## src/rtl/gpio_change_irq_pkg.sv

```systemverilog
package gpio_change_irq_pkg;
  // Strobes sent from the control FSM to the datapath
  typedef struct packed {
    logic load;   // latch flags and snapshot this cycle
    logic clear;  // drop flags this cycle
  } irqStrobe_t;
endpackage

```

## src/rtl/gpio_change_irq_dp.sv

```systemverilog
module gpio_change_irq_dp
  import gpio_change_irq_pkg::*;
#(
  parameter int WIDTH       = 8,
  parameter int SYNC_STAGES = 2
) (
  input  logic             clk,
  input  logic             rstN,
  input  logic [WIDTH-1:0] pinIn,
  input  logic [WIDTH-1:0] polInv,
  input  logic [WIDTH-1:0] intEn,
  input  logic [WIDTH-1:0] cmpSel,
  input  logic [WIDTH-1:0] defVal,
  input  irqStrobe_t       strb,
  output logic [WIDTH-1:0] portVal,
  output logic [WIDTH-1:0] hitVec,
  output logic [WIDTH-1:0] intFlags,
  output logic [WIDTH-1:0] intCapture
);
  localparam int LAST = SYNC_STAGES - 1;

  logic [WIDTH-1:0] syncQ [SYNC_STAGES];
  logic [WIDTH-1:0] prevVal;
  logic [WIDTH-1:0] refVal;

  // Synchronizer chain in front of all comparison logic
  for (genvar g = 0; g < SYNC_STAGES; g++) begin : gSync
    if (g == 0) begin : gFirst
      always_ff @(posedge clk or negedge rstN) begin
        if (!rstN) syncQ[g] <= '0;
        else       syncQ[g] <= pinIn;
      end
    end else begin : gNext
      always_ff @(posedge clk or negedge rstN) begin
        if (!rstN) syncQ[g] <= '0;
        else       syncQ[g] <= syncQ[g-1];
      end
    end
  end

  assign portVal = syncQ[LAST] ^ polInv;

  // Previous-value reference follows the logical value every cycle
  always_ff @(posedge clk or negedge rstN) begin
    if (!rstN) prevVal <= '0;
    else       prevVal <= portVal;
  end

  // Per-pin reference selection
  for (genvar b = 0; b < WIDTH; b++) begin : gRef
    assign refVal[b] = cmpSel[b] ? defVal[b] : prevVal[b];
  end

  assign hitVec = intEn & (portVal ^ refVal);

  // Flag and snapshot registers
  always_ff @(posedge clk or negedge rstN) begin
    if (!rstN) begin
      intFlags   <= '0;
      intCapture <= '0;
    end else if (strb.clear) begin
      intFlags   <= '0;
    end else if (strb.load) begin
      intFlags   <= hitVec;
      intCapture <= portVal;
    end
  end

  AST_SNAPSHOT_HOLD: assert property (@(posedge clk) disable iff (!rstN)
    !strb.load |=> $stable(intCapture)) else $error("snapshot moved without load");
  AST_LOAD_NONZERO: assert property (@(posedge clk) disable iff (!rstN)
    (strb.load && !strb.clear) |=> (intFlags != '0)) else $error("load left flags empty");
endmodule

```

## src/rtl/gpio_change_irq_ctl.sv

```systemverilog
module gpio_change_irq_ctl
  import gpio_change_irq_pkg::*;
(
  input  logic       clk,
  input  logic       rstN,
  input  logic       anyHit,
  input  logic       rdPortStrb,
  input  logic       rdCapStrb,
  input  logic       irqActiveHigh,
  input  logic       irqPushPull,
  output irqStrobe_t strb,
  output logic       pending,
  output logic       irqOut,
  output logic       irqOe
);
  logic clrReq;
  logic pendingQ;

  assign clrReq = rdPortStrb | rdCapStrb;

  // A read wins over a new hit; a hit is taken only when idle
  always_comb begin
    strb.clear = clrReq;
    strb.load  = anyHit & ~pendingQ & ~clrReq;
  end

  always_ff @(posedge clk or negedge rstN) begin
    if (!rstN)          pendingQ <= 1'b0;
    else if (clrReq)    pendingQ <= 1'b0;
    else if (strb.load) pendingQ <= 1'b1;
  end

  assign pending = pendingQ;
  assign irqOut  = pendingQ ? irqActiveHigh : ~irqActiveHigh;
  assign irqOe   = irqPushPull | pendingQ;

  AST_READ_RELEASES: assert property (@(posedge clk) disable iff (!rstN)
    clrReq |=> !pendingQ) else $error("read did not release");
  AST_HIT_RAISES: assert property (@(posedge clk) disable iff (!rstN)
    (anyHit && !clrReq) |=> pendingQ) else $error("hit did not raise");
  AST_OD_RELEASED: assert property (@(posedge clk) disable iff (!rstN)
    (!irqPushPull && !pendingQ) |-> !irqOe) else $error("open-drain driven while idle");
  AST_ACTIVE_LEVEL: assert property (@(posedge clk) disable iff (!rstN)
    pendingQ |-> (irqOut == irqActiveHigh)) else $error("wrong active level");
endmodule

```

## src/rtl/gpio_change_irq.sv

```systemverilog
module gpio_change_irq
  import gpio_change_irq_pkg::*;
#(
  parameter int WIDTH       = 8,
  parameter int SYNC_STAGES = 2
) (
  input  logic             clk,
  input  logic             rstN,
  input  logic [WIDTH-1:0] pinIn,
  input  logic [WIDTH-1:0] polInv,
  input  logic [WIDTH-1:0] intEn,
  input  logic [WIDTH-1:0] cmpSel,
  input  logic [WIDTH-1:0] defVal,
  input  logic             irqActiveHigh,
  input  logic             irqPushPull,
  input  logic             rdPortStrb,
  input  logic             rdCapStrb,
  output logic [WIDTH-1:0] portVal,
  output logic [WIDTH-1:0] intFlags,
  output logic [WIDTH-1:0] intCapture,
  output logic             irqOut,
  output logic             irqOe
);
  irqStrobe_t       strb;
  logic [WIDTH-1:0] hitVec;
  logic             pending;

  gpio_change_irq_dp #(.WIDTH(WIDTH), .SYNC_STAGES(SYNC_STAGES)) dp_i (
    .clk(clk), .rstN(rstN), .pinIn(pinIn), .polInv(polInv), .intEn(intEn),
    .cmpSel(cmpSel), .defVal(defVal), .strb(strb), .portVal(portVal),
    .hitVec(hitVec), .intFlags(intFlags), .intCapture(intCapture)
  );

  gpio_change_irq_ctl ctl_i (
    .clk(clk), .rstN(rstN), .anyHit(|hitVec), .rdPortStrb(rdPortStrb),
    .rdCapStrb(rdCapStrb), .irqActiveHigh(irqActiveHigh),
    .irqPushPull(irqPushPull), .strb(strb), .pending(pending),
    .irqOut(irqOut), .irqOe(irqOe)
  );

  AST_FROZEN_WHILE_PENDING: assert property (@(posedge clk) disable iff (!rstN)
    (pending && !rdPortStrb && !rdCapStrb) |=> ($stable(intFlags) && $stable(intCapture)))
    else $error("flags or snapshot moved while pending");
  AST_PENDING_HAS_FLAGS: assert property (@(posedge clk) disable iff (!rstN)
    pending |-> (intFlags != '0)) else $error("pending with no flag");
  AST_IDLE_NO_FLAGS: assert property (@(posedge clk) disable iff (!rstN)
    !pending |-> (intFlags == '0)) else $error("flags left while idle");
endmodule

```

## config.mk

```make
export PLATFORM = sky130hd
export DESIGN_NAME = gpio_change_irq
export DESIGN_NICKNAME = d
export VERILOG_FILES = /design/src/rtl/gpio_change_irq_pkg.sv /design/src/rtl/gpio_change_irq_dp.sv /design/src/rtl/gpio_change_irq_ctl.sv /design/src/rtl/gpio_change_irq.sv
export SDC_FILE = /design/constraint.sdc
export NUM_CORES = 1
export LEC_CHECK = 0
export BUFFER_PORTS_ARGS = -buffer_cell sky130_fd_sc_hd__buf_2
export CAP_MARGIN = 40
export CELL_PAD_IN_SITES_DETAIL_PLACEMENT = 0
export CELL_PAD_IN_SITES_GLOBAL_PLACEMENT = 1
export CORE_ASPECT_RATIO = 0.9
export CORE_MARGIN = 10
export CORE_UTILIZATION = 41
export CTS_BUF_LIST = sky130_fd_sc_hd__clkbuf_4
export DETAILED_ROUTE_END_ITERATION = 8
export GPL_TIMING_DRIVEN = 1
export PLACE_DENSITY = 0.95
export SYNTH_ARGS = -nofsm -noshare
export SYNTH_HDL_FRONTEND = slang
export SYNTH_SLANG_ARGS = --single-unit
```

## constraint.sdc

```tcl
create_clock -name clk -period 4.06 [get_ports clk]
set_input_delay 0 -clock clk [delete_from_list [all_inputs] [get_ports clk]]
set_output_delay 0 -clock clk [all_outputs]
set_load 0.05 [all_outputs]
```

==> results.cfg <==
[placed_design]
gp_congestion = 0.772
place.port_buffers = 71
hpwl_um = 3190
placedCellCount = 227

[power_and_ir_drop]
p_seq_frac = 0.459
switchingPower_mw = 0.391
combPwrFrac = 0.354
powerDensity_nw_per_um2 = 436
intPower_mw = 0.653
vdd_drop_max_uv = 317
power_leakage_nw = 1.18
switching_share = 0.374
clock_power_share = 0.187

[final_layout]
nFillCells = 289
layout.nets = 261
stdcell_count = 261
drive_gt1_frac = 0.456
diodes = 0
utilization = 0.633
area_growth_pct = 46.1

[timing]
setup_tns_ns = 0
hold_viol = 0
rsz0062_at_grt = no
final.min_clock_period_ns = 2.10
tightest_slew_ns = 0.519
final-max-slew-violation-count = 0
fin_crit_sh = 0.517
max_freq_mhz = 476
relSlewSlack = 0.654
skew_ns = 0.0134
setup_viol = 0

[setup_path]
crit_fanout = 9
crit_path_cell_trace = xor2_2, xnor2_1, a22oi_2, a41oi_4, nand2_4, mux2_4
critPathArrivalTime_ns = 2.34
cp-start-kind = flip-flop
crit_buf_inv = 0
cp.required_ns = 4.30
cpPeakStageDelay_ns = 0.42
worst-setup-path-type = flip-flop to flip-flop
critical_path.top_delay_family = compound AO/OA/AOI/OAI gates
endpoint_kind = flip-flop
crit_path_top_delay_cell = dfrtp_1

[synthesis]
synth_area_leaders = dfrtp_1 63%, mux2_4 7.3%, mux2i_1 4.9%
synth_common_cells = 41 x dfrtp_1, 16 x nand2_1, 9 x xnor2_1
syn_area_um2 = 1640
syn_inst = 110
postSynthAreaPerCell_um2 = 14.9
synth.top_cell.area_share = 0.625
ys.flop_type = dfrtp_1
synth-seq-cells = 41
syn_nets = 156
post-synth-top-count-cell = dfrtp_1
yosysWarningCount = 0
synth_edf_count = 0
synth-async-reset-ratio = 1.00
yosysSeqAreaShare = 0.625
synth_top_area_cell = dfrtp_1
synth_cell_types = 17

[cts]
clk_path_buf_depth = 2
post_cts_resized = 0
postCtsSetupRepairBufs = 0
htreeDepth = 2
cts_tree = yes
root_buffer = clkbuf_4
clk_latency_ns = 0.36
cts.reportedPaths.clkPinSlew_ns = 0.12
clock-sinks = 41
cts_made_buffers = 5

[floorplan]
die_area_um2 = 6930
core_area_um2 = 3780
die_h_um = 80.0
rows = 21
ioPinCount = 72
die_w_um = 86.7
start_util = 0.434

[global_routing]
antenna_found_initial = 0
overflow = 0
grt_first_pass_wirelength_um = 7260
grt_max_degree = 23
grt_pass1_vias = 1476
grt_usage = 0.136

[routing]
route.vias.total = 1252
dr.pass1.iters = 4
antenna_left = 0
drt_iter0_drc = 43
wl_um = 4460
wl_per_cell_um = 17.1
drc = 0
vias_per_cell = 4.80

[status]
status = completed

[job]
maxCapViolations = 0

[hold_path]
hp-class = primary input to flip-flop
==> per-stage QoR <==
step | hold slack (ns) | instance area [µm²] | worst slack [ns] | total power, mW
after global routing | 0.0341 | 2400 | 1.82 | 1.10
after global placement | 0.108 | 2050 | 2.04 | 0.827
after floorplan | -0.296 | 1640 | 1.54 | 0.732
final | 0.0134 | 2400 | 1.96 | 1.04
after CTS | 0.00191 | 2400 | 1.93 | 1.05
after detailed placement | 0.00616 | 2080 | 1.96 | 0.836
==> path summary, 6_finish.rpt <==
check | cells after the start | end | startpoint | slack, ns
max in group asynchronous | 3 | dp_i.intFlags[3] | rstN | 3.43
min in group asynchronous | 2 | dp_i.intCapture[1] | rstN | 0.15
worst max register to register | 6 | dp_i.intCapture[0] | dp_i.syncQ[7] | 1.96
worst max-delay path | 6 | dp_i.intCapture[0] | dp_i.syncQ[7] | 1.96
worst min register to register | 0 | dp_i.syncQ[3] | dp_i.syncQ[11] | 0.35
worst min-delay path | 4 | dp_i.intFlags[2] | rdCapStrb | 0.01
==> metal layers <==
| metal | up-vias | part of all wire | GRT usage |
|---|---|---|---|
| met4 | 0 | 0.025 | 0.0550 |
| met1 | 602 | 0.38 | 0.147 |
| met2 | 48 | 0.50 | 0.223 |
| met3 | 11 | 0.094 | 0.0684 |
| met5 | - | 0 | 0 |
| li1 | 591 | - | - |
==> cell type report <==
class | count | area, µm² | area share
multi-input combinational | 68 | 611 | 0.255
clock buffer | 6 | 45.0 | 0.0188
sequential | 41 | 1030 | 0.428
tap | 46 | 57.6 | 0.0240
clock inverter | 1 | 3.75 | 0.00157
timing repair buffer | 99 | 653 | 0.273
==> sequential cells by signal, summed over array words and instances, names as in the netlist <==
signal           cells
ctl_i.pending        1
dp_i.intCapture      8
dp_i.intFlags        8
dp_i.prevVal         8
dp_i.syncQ          16
==> logic make-up (layout without fill, tap and decap cells) <==
family                 Yosys count  after routing  share of synthesized area
flip-flops                      41             41                      0.625
AO/OA/AOI/OAI                   14             14                     0.0824
buffers and inverters            1            106                    0.00229
multiplexers                    16             16                      0.122
XOR/XNOR                        17             17                      0.109
AND/OR/NAND/NOR                 21             21                     0.0587
==> cells in the final DEF (no fill, tap or decap), types with 6 or more instances in the layout <==
cell type,n
buf_2,71
clkbuf_4,6
dfrtp_1,41
dlygate4sd3_1,27
mux2_4,8
mux2i_1,8
nand2_1,16
o22ai_1,8
xnor2_1,9
==> worst register-to-register path, stage by stage, from the launching register on <==
cell and delay (ns):
dfrtp_1 0.42, xor2_2 0.18, xnor2_1 0.27, a22oi_2 0.17, a41oi_4 0.41, nand2_4 0.20, mux2_4 0.34
==> power groups by stage <==
stage               Sequential (mW)  Combinational [mW]  Clock [mW]
finish                        0.479               0.370       0.196
detailed placement            0.485               0.351           0
CTS                           0.478               0.371       0.202
global route                  0.485               0.392       0.220
floorplan                     0.582               0.151           0
global placement              0.486               0.341           0
==> timing repair <==
action	4_1_cts	5_1_grt
endpoints found under the hold margin	66	0
setup endpoints to repair	0	0
hold buffers	27	0
No activity file was read; power rests on OpenSTA's default activity.
